`config.mk`:
```
export PLATFORM = sky130hd
export DESIGN_NAME = flash_ctl_regs
export DESIGN_NICKNAME = d
export VERILOG_FILES = /design/src/rtl/flash_ctl_pkg.sv /design/src/rtl/flash_ctl_decode.sv /design/src/rtl/flash_ctl_wait.sv /design/src/rtl/flash_ctl_store.sv /design/src/rtl/flash_ctl_regs.sv
export SDC_FILE = /design/constraint.sdc
export NUM_CORES = 1
export LEC_CHECK = 0
export CAP_MARGIN = 40
export CORE_ASPECT_RATIO = 2
export CORE_MARGIN = 5
export CORE_UTILIZATION = 48
export DETAILED_ROUTE_END_ITERATION = 12
export PLACE_DENSITY = 0.81
export RECOVER_POWER = 100
export SKIP_LAST_GASP = 1
export SLEW_MARGIN = 20
export SYNTH_ARGS = -nofsm -noshare
export SYNTH_HDL_FRONTEND = slang
export SYNTH_SLANG_ARGS = --single-unit
```
`constraint.sdc`:
```
create_clock -name clk -period 2.56 [get_ports clk]
set_clock_uncertainty 0.1 [all_clocks]
set_input_delay 0.768 -clock clk [delete_from_list [all_inputs] [get_ports clk]]
set_output_delay 0.768 -clock clk [all_outputs]
set_load 0.005 [all_outputs]
```
`src/rtl/flash_ctl_pkg.sv`:
```
package flash_ctl_pkg;

    typedef enum logic [1:0] {
        SZ_BYTE = 2'd0,
        SZ_WORD = 2'd1,
        SZ_LONG = 2'd2,
        SZ_BAD  = 2'd3
    } size_e;

    typedef enum logic [2:0] {
        T_NONE,
        T_CTL1,
        T_CTL2,
        T_EBLK,
        T_EMU_HI,
        T_EMU_LO,
        T_EMU_W,
        T_EMU_L
    } tgt_e;

    typedef struct packed {
        tgt_e tgt;
        logic bad;
        logic long_lat;
    } dec_t;

    typedef struct packed {
        logic        we;
        dec_t        dec;
        logic [31:0] wdata;
    } acc_t;

endpackage

```
`src/rtl/flash_ctl_decode.sv`:
```
module flash_ctl_decode
    import flash_ctl_pkg::*;
#(
    parameter int ADDR_W  = 4,
    parameter int CTL1_OFS = 0,
    parameter int CTL2_OFS = 1,
    parameter int EBLK_OFS = 2,
    parameter int EMU_OFS  = 8
) (
    input  logic [ADDR_W-1:0] addr,
    input  logic [1:0]        size,
    input  logic              we,
    input  logic [31:0]       wdata,
    output dec_t              dec
);
    localparam logic [ADDR_W-1:0] A_CTL1  = ADDR_W'(CTL1_OFS);
    localparam logic [ADDR_W-1:0] A_CTL2  = ADDR_W'(CTL2_OFS);
    localparam logic [ADDR_W-1:0] A_EBLK  = ADDR_W'(EBLK_OFS);
    localparam logic [ADDR_W-1:0] A_EMU   = ADDR_W'(EMU_OFS);
    localparam logic [ADDR_W-1:0] A_EMU_1 = ADDR_W'(EMU_OFS + 1);

    size_e sz;
    assign sz = size_e'(size);

    always_comb begin
        dec = '{tgt: T_NONE, bad: 1'b1, long_lat: 1'b0};
        if (addr == A_CTL1 || addr == A_CTL2 || addr == A_EBLK) begin
            if (sz == SZ_BYTE) begin
                dec.bad = 1'b0;
                dec.tgt = (addr == A_CTL1) ? T_CTL1 :
                          (addr == A_CTL2) ? T_CTL2 : T_EBLK;
            end
        end else if (addr == A_EMU) begin
            unique case (sz)
                SZ_BYTE: dec = '{tgt: T_EMU_HI, bad: 1'b0, long_lat: 1'b0};
                SZ_WORD: dec = '{tgt: T_EMU_W,  bad: 1'b0, long_lat: 1'b0};
                SZ_LONG: dec = '{tgt: T_EMU_L,
                                 bad: we && (wdata[15:0] != 16'h0000),
                                 long_lat: 1'b1};
                default: dec = '{tgt: T_NONE,   bad: 1'b1, long_lat: 1'b0};
            endcase
        end else if (addr == A_EMU_1) begin
            if (sz == SZ_BYTE) begin
                dec = '{tgt: T_EMU_LO, bad: 1'b0, long_lat: 1'b0};
            end
        end
    end
endmodule

```
`src/rtl/flash_ctl_wait.sv`:
```
module flash_ctl_wait #(
    parameter int SHORT_LAT = 3,
    parameter int LONG_LAT  = 6
) (
    input  logic clk,
    input  logic rst,
    input  logic start,
    input  logic long_lat,
    output logic busy,
    output logic fire
);
    localparam int CNT_W = (LONG_LAT > 4) ? $clog2(LONG_LAT) : 2;
    localparam logic [CNT_W-1:0] SHORT_LOAD = CNT_W'(SHORT_LAT - 3);
    localparam logic [CNT_W-1:0] LONG_LOAD  = CNT_W'(LONG_LAT - 3);

    logic [CNT_W-1:0] cnt;

    assign fire = busy && (cnt == '0);

    always_ff @(posedge clk) begin
        if (rst) begin
            busy <= 1'b0;
            cnt  <= '0;
        end else if (!busy) begin
            if (start) begin
                busy <= 1'b1;
                cnt  <= long_lat ? LONG_LOAD : SHORT_LOAD;
            end
        end else if (cnt == '0) begin
            busy <= 1'b0;
        end else begin
            cnt <= cnt - 1'b1;
        end
    end
endmodule

```
`src/rtl/flash_ctl_store.sv`:
```
module flash_ctl_store
    import flash_ctl_pkg::*;
#(
    parameter int REG_W = 8,
    parameter int EMU_W = 16
) (
    input  logic             clk,
    input  logic             rst,
    input  logic             commit,
    input  acc_t             acc,
    input  logic             flash_en,
    input  logic             wen_pin,
    output logic [REG_W-1:0] ctl1_q,
    output logic [REG_W-1:0] eblk_q,
    output logic [EMU_W-1:0] emu_q,
    output logic [31:0]      rd_value
);
    localparam int HB = EMU_W / 2;

    logic swe;
    logic eblk_open;
    logic wr_ok;

    assign ctl1_q    = {wen_pin, swe, {(REG_W-2){1'b0}}};
    assign eblk_open = wen_pin && swe;
    assign wr_ok     = commit && acc.we && !acc.dec.bad;

    always_ff @(posedge clk) begin
        if (rst) begin
            swe    <= 1'b0;
            eblk_q <= '0;
            emu_q  <= '0;
        end else begin
            if (wr_ok) begin
                unique case (acc.dec.tgt)
                    T_CTL1:   if (flash_en) swe <= acc.wdata[REG_W-2];
                    T_EBLK:   if (flash_en && eblk_open) eblk_q <= acc.wdata[REG_W-1:0];
                    T_EMU_HI: emu_q[EMU_W-1:HB] <= acc.wdata[HB-1:0];
                    T_EMU_LO: emu_q[HB-1:0]     <= acc.wdata[HB-1:0];
                    T_EMU_W:  emu_q <= acc.wdata[EMU_W-1:0];
                    T_EMU_L:  emu_q <= acc.wdata[31:32-EMU_W];
                    default: ;
                endcase
            end
            if (!eblk_open) begin
                eblk_q <= '0;
            end
        end
    end

    always_comb begin
        rd_value = '0;
        if (!acc.we && !acc.dec.bad) begin
            unique case (acc.dec.tgt)
                T_CTL1:   rd_value = flash_en ? 32'(ctl1_q) : '0;
                T_EBLK:   rd_value = flash_en ? 32'(eblk_q) : '0;
                T_EMU_HI: rd_value = 32'(emu_q[EMU_W-1:HB]);
                T_EMU_LO: rd_value = 32'(emu_q[HB-1:0]);
                T_EMU_W:  rd_value = 32'(emu_q);
                T_EMU_L:  rd_value = {emu_q, {(32-EMU_W){1'b0}}};
                default:  rd_value = '0;
            endcase
        end
    end
endmodule

```
`src/rtl/flash_ctl_regs.sv`:
```
module flash_ctl_regs
    import flash_ctl_pkg::*;
#(
    parameter int ADDR_W    = 4,
    parameter int REG_W     = 8,
    parameter int EMU_W     = 16,
    parameter int EMU_OFS   = 8,
    parameter int SHORT_LAT = 3,
    parameter int LONG_LAT  = 6
) (
    input  logic              clk,
    input  logic              rst,
    input  logic              req,
    input  logic              we,
    input  logic [ADDR_W-1:0] addr,
    input  logic [1:0]        size,
    input  logic [31:0]       wdata,
    output logic [31:0]       rdata,
    output logic              ack,
    output logic              err,
    input  logic              flash_en,
    input  logic              wen_pin,
    output logic [REG_W-1:0]  ctl1_q,
    output logic [REG_W-1:0]  eblk_q,
    output logic [EMU_W-1:0]  emu_q
);
    dec_t        dec_now;
    acc_t        acc;
    logic        busy;
    logic        fire;
    logic        start;
    logic [31:0] rd_value;

    assign start = req && !busy;

    flash_ctl_decode #(
        .ADDR_W  (ADDR_W),
        .EMU_OFS (EMU_OFS)
    ) u_dec (
        .addr  (addr),
        .size  (size),
        .we    (we),
        .wdata (wdata),
        .dec   (dec_now)
    );

    flash_ctl_wait #(
        .SHORT_LAT (SHORT_LAT),
        .LONG_LAT  (LONG_LAT)
    ) u_wait (
        .clk      (clk),
        .rst      (rst),
        .start    (start),
        .long_lat (dec_now.long_lat),
        .busy     (busy),
        .fire     (fire)
    );

    flash_ctl_store #(
        .REG_W (REG_W),
        .EMU_W (EMU_W)
    ) u_store (
        .clk      (clk),
        .rst      (rst),
        .commit   (fire),
        .acc      (acc),
        .flash_en (flash_en),
        .wen_pin  (wen_pin),
        .ctl1_q   (ctl1_q),
        .eblk_q   (eblk_q),
        .emu_q    (emu_q),
        .rd_value (rd_value)
    );

    always_ff @(posedge clk) begin
        if (rst) begin
            acc   <= '{we: 1'b0, dec: '{tgt: T_NONE, bad: 1'b0, long_lat: 1'b0}, wdata: '0};
            ack   <= 1'b0;
            err   <= 1'b0;
            rdata <= '0;
        end else begin
            if (start) begin
                acc <= '{we: we, dec: dec_now, wdata: wdata};
            end
            ack   <= fire;
            err   <= fire && acc.dec.bad;
            rdata <= fire ? rd_value : '0;
        end
    end
endmodule

```
; ---- Word-level counts from Yosys, hierarchy flattened
; Cells that the tools add are included.
[op_classes]
addsub = 1
eq_ne = 13
muxes = 21
bitwise = 3
n_reduce_logical = 29
[op_table]
columns = cell, n
row1 = 32-bit case mux with 6 select lines, 1
row2 = 8-bit case mux with 3 select lines, 1
row3 = 8-bit 2-to-1 mux, 2
row4 = 8-bit case mux with 2 select lines, 1
row5 = 16-bit nonzero test, 1
row6 = 5-bit 2-to-1 mux, 3
row7 = 5-bit case mux with 3 select lines, 1
row8 = "3-bit == test, second input constant", 4
row9 = 3-bit 2-to-1 mux, 4
row10 = 1-bit logical AND, 9
row11 = "4-bit == test, second input constant", 2
row12 = 4-bit 2-to-1 mux, 2
row13 = 2-bit AND reduction, 3
row14 = 3-bit AND reduction, 2
row15 = 1-bit 2-to-1 mux, 5
row16 = "4-bit by 1-bit == test with 1-bit output, second input constant", 1
row17 = "4-bit by 2-bit == test with 1-bit output, second input constant", 1
row18 = 4-bit logical NOT, 1
row19 = 2-bit nonzero test, 2
row20 = 2-bit OR reduction, 2
row21 = "3-bit by 1-bit == test with 1-bit output, second input constant", 1
row22 = "3-bit by 2-bit == test with 1-bit output, second input constant", 1
row23 = 1-bit logical NOT, 3
row24 = 3-bit logical NOT, 1
row25 = other kinds (10), 13
[totals]
ff_bits = 100
out_inout_bits = 66
elab_cells = 80

; ---- Logic depth before layout (Yosys ltp)
[logic_depth]
depth_word = 8
ltp_mapped = 10
depth_no_buf = 7

; ---- Modules after synthesis
; From an unflattened synthesis, not the netlist that was laid out.
[unflattened]
cells_unflattened = 503
hier_area_um2 = 4954.8
[by_module_without_submodules]
columns = mod, instances, cells_per_inst, area_each_um2, seq_area_each_um2
row1 = flash_ctl_regs, 1, 244, 2688.8, 1441.4
row2 = flash_ctl_store, 1, 205, 1843.0, 500.5
row3 = flash_ctl_decode, 1, 29, 211.5, 0.0
row4 = flash_ctl_wait, 1, 25, 211.5, 80.1

; ---- Worst setup path before layout
; OpenSTA, ideal clock, no wires.
[synth_timing]
path_kind = in2reg
startpoint = input rst
endpoint = register rdata[10]
setup_ns = 0.059
arrival_ns = 1.796
required_ns = 2.401
slack_ns = 0.605
cell_stages = 4
path_buffers = 1
path_cell_list = buf_6 or4_4 nor3b_4 and2_1
[synth_between]
elab_chain_len = 1
[synth_lines]
columns = element, line_no
row1 = "start, declared", flash_ctl_regs.sv:12  ; input logic rst,
row2 = 3-bit OR reduction (no source line), n/a
row3 = "end signal, assigned", flash_ctl_regs.sv:87  ; rdata <= fire ? rd_value : '0;
row4 = "end, declared", flash_ctl_regs.sv:18  ; output logic [31:0] rdata,
; No other way between the ends.
; A chain may end at the register's enable or synchronous reset.

; ---- Worst setup path in the final report
[layout_timing]
startpoint = input wen_pin
endpoint = output ctl1_q[7]
[layout_lines]
columns = element, line_no
row1 = "start, declared", flash_ctl_regs.sv:22  ; input logic wen_pin,
row2 = "end, declared", flash_ctl_regs.sv:23  ; output logic [REG_W-1:0] ctl1_q,
; No word-level cell between the ends.

==> summary.log <==
[pwr] sw frac 22.3%
[final_layout] final std cell area, no fill 0.00532 mm²
[logic_synthesis] share of the synthesized netlist area taken by xor and xnor gates 0%
[logic_synthesis] number of distinct library cells after synthesis 49
[pwr] part of the power in combinational logic 7.2%
[logic_synthesis] share of the synthesized area in compound gates (AO/OA/AOI/OAI) 14.5%
[logic_synthesis] Synth Area in Adders 1.55%
[pwr] total power per unit cell area 596 mW/mm²
[floorplan] core footprint 0.00823 mm²
[worst_setup_path] critical-path maximum fanout 2
[routing] router iterations before antenna repair 5
[final_layout] growth of design area from synthesis to finish 31.8%
[placed_design] post-detailed-placement half-perimeter wirelength 7830 µm
[cts] post-CTS repair timing setup buffer count 0
[logic_synthesis] share of synthesized area spent on multiplexers 5.95%
[cts] clock tree root driver cell sky130_fd_sc_hd__clkbuf_16
[routing] wirelength, routed 10000 µm
[grt] largest net degree at the start of global routing 62
[run_status] result of the run finished, final reports clean
[timing] Tightest Pin Transition 1.21 ns
[placed_design] placed cell areas 0.00508 mm²
[timing] unrepaired setup endpoints after global routing no
[final_layout] antenna fix cells 0
[routing] detailed-routing wirelength on met1 3460 µm
[flow_run] max-capacitance violation count 0
[pwr] IR Drop Worst-Case VDD 0.381 mV
[logic_synthesis] proportion of register bits with asynchronous set or reset after synthesis 0%
[logic_synthesis] count of flip-flops with a built-in enable after synthesis 0
[pwr] net load switching power 707 µW
[grt] total global routing overflow 0
[cts] CTS tree yes
[worst_setup_path] number of buffer and inverter instances along the worst setup path 2
[pwr] sequential cell fraction of total power 51.3%
[timing] final worst path period need 2.36 ns
[floorplan] Die Span X 74.9 µm
[logic_synthesis] cell count after synthesis 442
[routing] Vias 3429
[final_layout] nets 585
[placed_design] worst setup timing slack at the placement stage -0.0745 ns
[timing] relative max-transition margin 19.3%
[placed_design] number of buffers inserted by port buffering 103
[logic_synthesis] count of state elements after synthesis 100
[timing] max-slew violation count 0
[cts] number of sinks handled by clock tree synthesis 100
[worst_setup_path] type of element capturing the critical path primary output
[worst_setup_path] category of the most critical setup path in2out
[pwr] standby leakage power 2.19 nW
[worst_setup_path] Worst Setup Start Kind input port
[floorplan] total number of placement rows 47
[pwr] total power 3.17 mW
[floorplan] number of top-level design ports 110
[logic_synthesis] fraction of the yosys area taken by sequential cells 49.6%
[grt] overall fraction of global-route tracks in use 19.8%
[cts] number of buffers added by the clock tree synthesis step 9
[pwr] internal power 2.47 mW
[worst_setup_path] family of cells with the greatest summed delay on the critical path buffers and inverters
[logic_synthesis] count of yosys warnings during synthesis 0
[routing] starting DRC count in detailed routing 243
[routing] vias per std cell 5.37
[routing] wire length per cell 15.7 µm
[floorplan] Die ar. 0.0105 mm²
[routing] Remaining DRCs 0
[worst_setup_path] slowest stage cell, crit path sky130_fd_sc_hd__clkdlybuf4s50_1
[timing] period utilization 92.0%
[floorplan] height of the die 140 µm
[worst_setup_path] series of cell instances along the critical path clkdlybuf4s50_1 > dlygate4sd2_1
[routing] DR WL met2 5750 µm
[logic_synthesis] mapped cell area 0.00404 mm²
[logic_synthesis] flip-flop cell with the highest count after synthesis sky130_fd_sc_hd__dfxtp_1
[cts] H-tree depth 3
[worst_setup_path] CP max stage delay 0.48 ns
[logic_synthesis] share of synthesized cell area in and, or, nand and nor gates 22.6%
[timing] Final setup violation count 0
[worst_setup_path] data required time of the worst path 1.69 ns
[grt] antenna violations before repair 0
[routing] number of routed nets with antenna violations 0
[cts] Worst-Skew Late Latency 0.34 ns
[cts] CTS Buffer Depth 2
[timing] hold slack final 0.354 ns
[placed_design] placer's final routability congestion estimate 0.843
[timing] Hold Violations, Final 0
[worst_setup_path] arrival time reported for the critical path endpoint 1.49 ns
[hold_path] worst hold path type reg2reg
[logic_synthesis] largest family of logic cells by synthesized area simple AND/OR/NAND/NOR gates
[final_layout] layout cell share with drive strength beyond 1 7.21%
[pwr] clock network power share 41.6%
[logic_synthesis] average size of a mapped cell 9.14 µm²
[timing] maximum clock frequency 424 MHz
[floorplan] starting utilization of the core area 49.1%
[cts] Clock transition at path regs 0.06 ns
[routing] top metal layer carrying routed signals met4
[grt] first-pass GRT wire length 16000 µm
[routing] routed length on met3 590 µm
[timing] final critical-path setup slack 0.204 ns
[grt] vias in the first global route 3301
==> power groups by stage <==
stage | clock network (mW) | registers, mW | logic (mW)
global placement | 0 | 1.66 | 0.223
detailed placement | 0 | 1.66 | 0.231
finish | 1.32 | 1.63 | 0.227
floorplan | 0 | 1.65 | 0.132
CTS | 1.34 | 1.63 | 0.231
global route | 1.41 | 1.63 | 0.251
==> final timing paths <==
check        slack (ns)          endpoint          start  cells after the start
max reg2reg        0.37  u_store.emu_q[2]  u_wait.cnt[0]                      8
max                0.20         ctl1_q[7]        wen_pin                      2
min reg2reg        0.35            acc[9]         acc[9]                      2
min                0.35            acc[9]         acc[9]                      2
==> flip-flops by register name, indices dropped and copies added (netlist names) <==
signal,flops
rdata,32
ack,1
u_store.eblk_q,8
err,1
acc,37
u_wait.cnt,3
u_wait.busy,1
u_store.swe,1
u_store.emu_q,16
==> placed cells by master, fill, tap and decap left out, types with 2 or more instances in the layout <==
| cell | n |
|---|---|
| sky130_fd_sc_hd__a211oi_1 | 4 |
| sky130_fd_sc_hd__a211oi_2 | 5 |
| sky130_fd_sc_hd__a21oi_1 | 46 |
| sky130_fd_sc_hd__a221oi_1 | 2 |
| sky130_fd_sc_hd__a222oi_1 | 6 |
| sky130_fd_sc_hd__a22oi_1 | 3 |
| sky130_fd_sc_hd__a31oi_1 | 3 |
| sky130_fd_sc_hd__and2_0 | 10 |
| sky130_fd_sc_hd__and2_1 | 17 |
| sky130_fd_sc_hd__and4b_1 | 2 |
| sky130_fd_sc_hd__buf_4 | 9 |
| sky130_fd_sc_hd__clkbuf_1 | 2 |
| sky130_fd_sc_hd__clkbuf_16 | 9 |
| sky130_fd_sc_hd__clkbuf_2 | 2 |
| sky130_fd_sc_hd__clkdlybuf4s50_1 | 41 |
| sky130_fd_sc_hd__clkinv_2 | 2 |
| sky130_fd_sc_hd__clkinv_4 | 2 |
| sky130_fd_sc_hd__conb_1 | 6 |
| sky130_fd_sc_hd__dfxtp_1 | 100 |
| sky130_fd_sc_hd__dlygate4sd3_1 | 60 |
| sky130_fd_sc_hd__ha_1 | 5 |
| sky130_fd_sc_hd__inv_1 | 6 |
| sky130_fd_sc_hd__mux2i_1 | 24 |
| sky130_fd_sc_hd__nand2_1 | 94 |
| sky130_fd_sc_hd__nand2b_1 | 4 |
| sky130_fd_sc_hd__nand3_1 | 4 |
| sky130_fd_sc_hd__nand3b_1 | 3 |
| sky130_fd_sc_hd__nor2_1 | 28 |
| sky130_fd_sc_hd__nor2_2 | 3 |
| sky130_fd_sc_hd__nor2b_1 | 4 |
| sky130_fd_sc_hd__nor4_1 | 4 |
| sky130_fd_sc_hd__o211ai_1 | 8 |
| sky130_fd_sc_hd__o21ai_0 | 2 |
==> metrics by stage <==
stage	utilization [%]	setup TNS, ns	instances
4_1_cts	65.3	0	639
6_report	64.7	0	639
5_1_grt	64.7	0	639
3_5_place_dp	61.8	-0.0745	623
2_1_floorplan	-	0	447
3_3_place_gp	61.8	-0.0521	623
==> Yosys cell counts, types with 2 or more instances <==
cell type                  number  area [µm²]
sky130_fd_sc_hd__a211oi_2       8         100
sky130_fd_sc_hd__a21oi_1       46         230
sky130_fd_sc_hd__a221oi_1       2        17.5
sky130_fd_sc_hd__a222oi_1       6        60.1
sky130_fd_sc_hd__a22oi_1        3        22.5
sky130_fd_sc_hd__a31oi_1        3        18.8
sky130_fd_sc_hd__and2_1        26         163
sky130_fd_sc_hd__and4b_1        2        20.0
sky130_fd_sc_hd__buf_1          4        15.0
sky130_fd_sc_hd__buf_2          9        45.0
sky130_fd_sc_hd__buf_4         11        82.6
sky130_fd_sc_hd__clkbuf_1      10        37.5
sky130_fd_sc_hd__dfxtp_1      100        2000
sky130_fd_sc_hd__ha_1           5        62.6
sky130_fd_sc_hd__inv_1          6        22.5
sky130_fd_sc_hd__mux2i_1       24         240
sky130_fd_sc_hd__nand2_1       94         353
sky130_fd_sc_hd__nand2b_1       4        25.0
sky130_fd_sc_hd__nand3_1        4        20.0
sky130_fd_sc_hd__nand3b_1       3        22.5
sky130_fd_sc_hd__nor2_1        28         105
sky130_fd_sc_hd__nor2_2         2        12.5
sky130_fd_sc_hd__nor2b_1        5        31.3
sky130_fd_sc_hd__nor4_1         4        25.0
sky130_fd_sc_hd__o211ai_1       8        60.1
sky130_fd_sc_hd__o21ai_0        2        10.0
==> area by class of cell <==
class,count,area [µm²]
Fill cell,723,2910
Sequential cell,100,2000
Multi-Input combinational cell,305,1780
Timing Repair Buffer,114,1100
Clock buffer,10,229
Tap cell,98,123
Clock inverter,6,65.1
Inverter,6,22.5
==> logic make-up (layout without fill, tap and decap cells) <==
| kind of cell | after synthesis | count (layout) |
|---|---|---|
| simple gates | 185 | 185 |
| flops | 100 | 100 |
| compound gates | 85 | 85 |
| buf+inv | 42 | 136 |
| mux | 24 | 24 |
| fa+ha+maj | 5 | 5 |
| other cells | 1 | 6 |
==> metal layers <==
metal | track usage, % | up-vias
met5 | 0 | -
met4 | 8.07 | 0
met3 | 3.90 | 16
met2 | 37.4 | 116
met1 | 19.8 | 1607
li1 | - | 1690
==> timing repair <==
action	4_1_cts	5_1_grt
endpoints found under the setup margin	1	0
resized for setup	1	0
hold buffers	0	0
(Power assumes the default switching activity.)
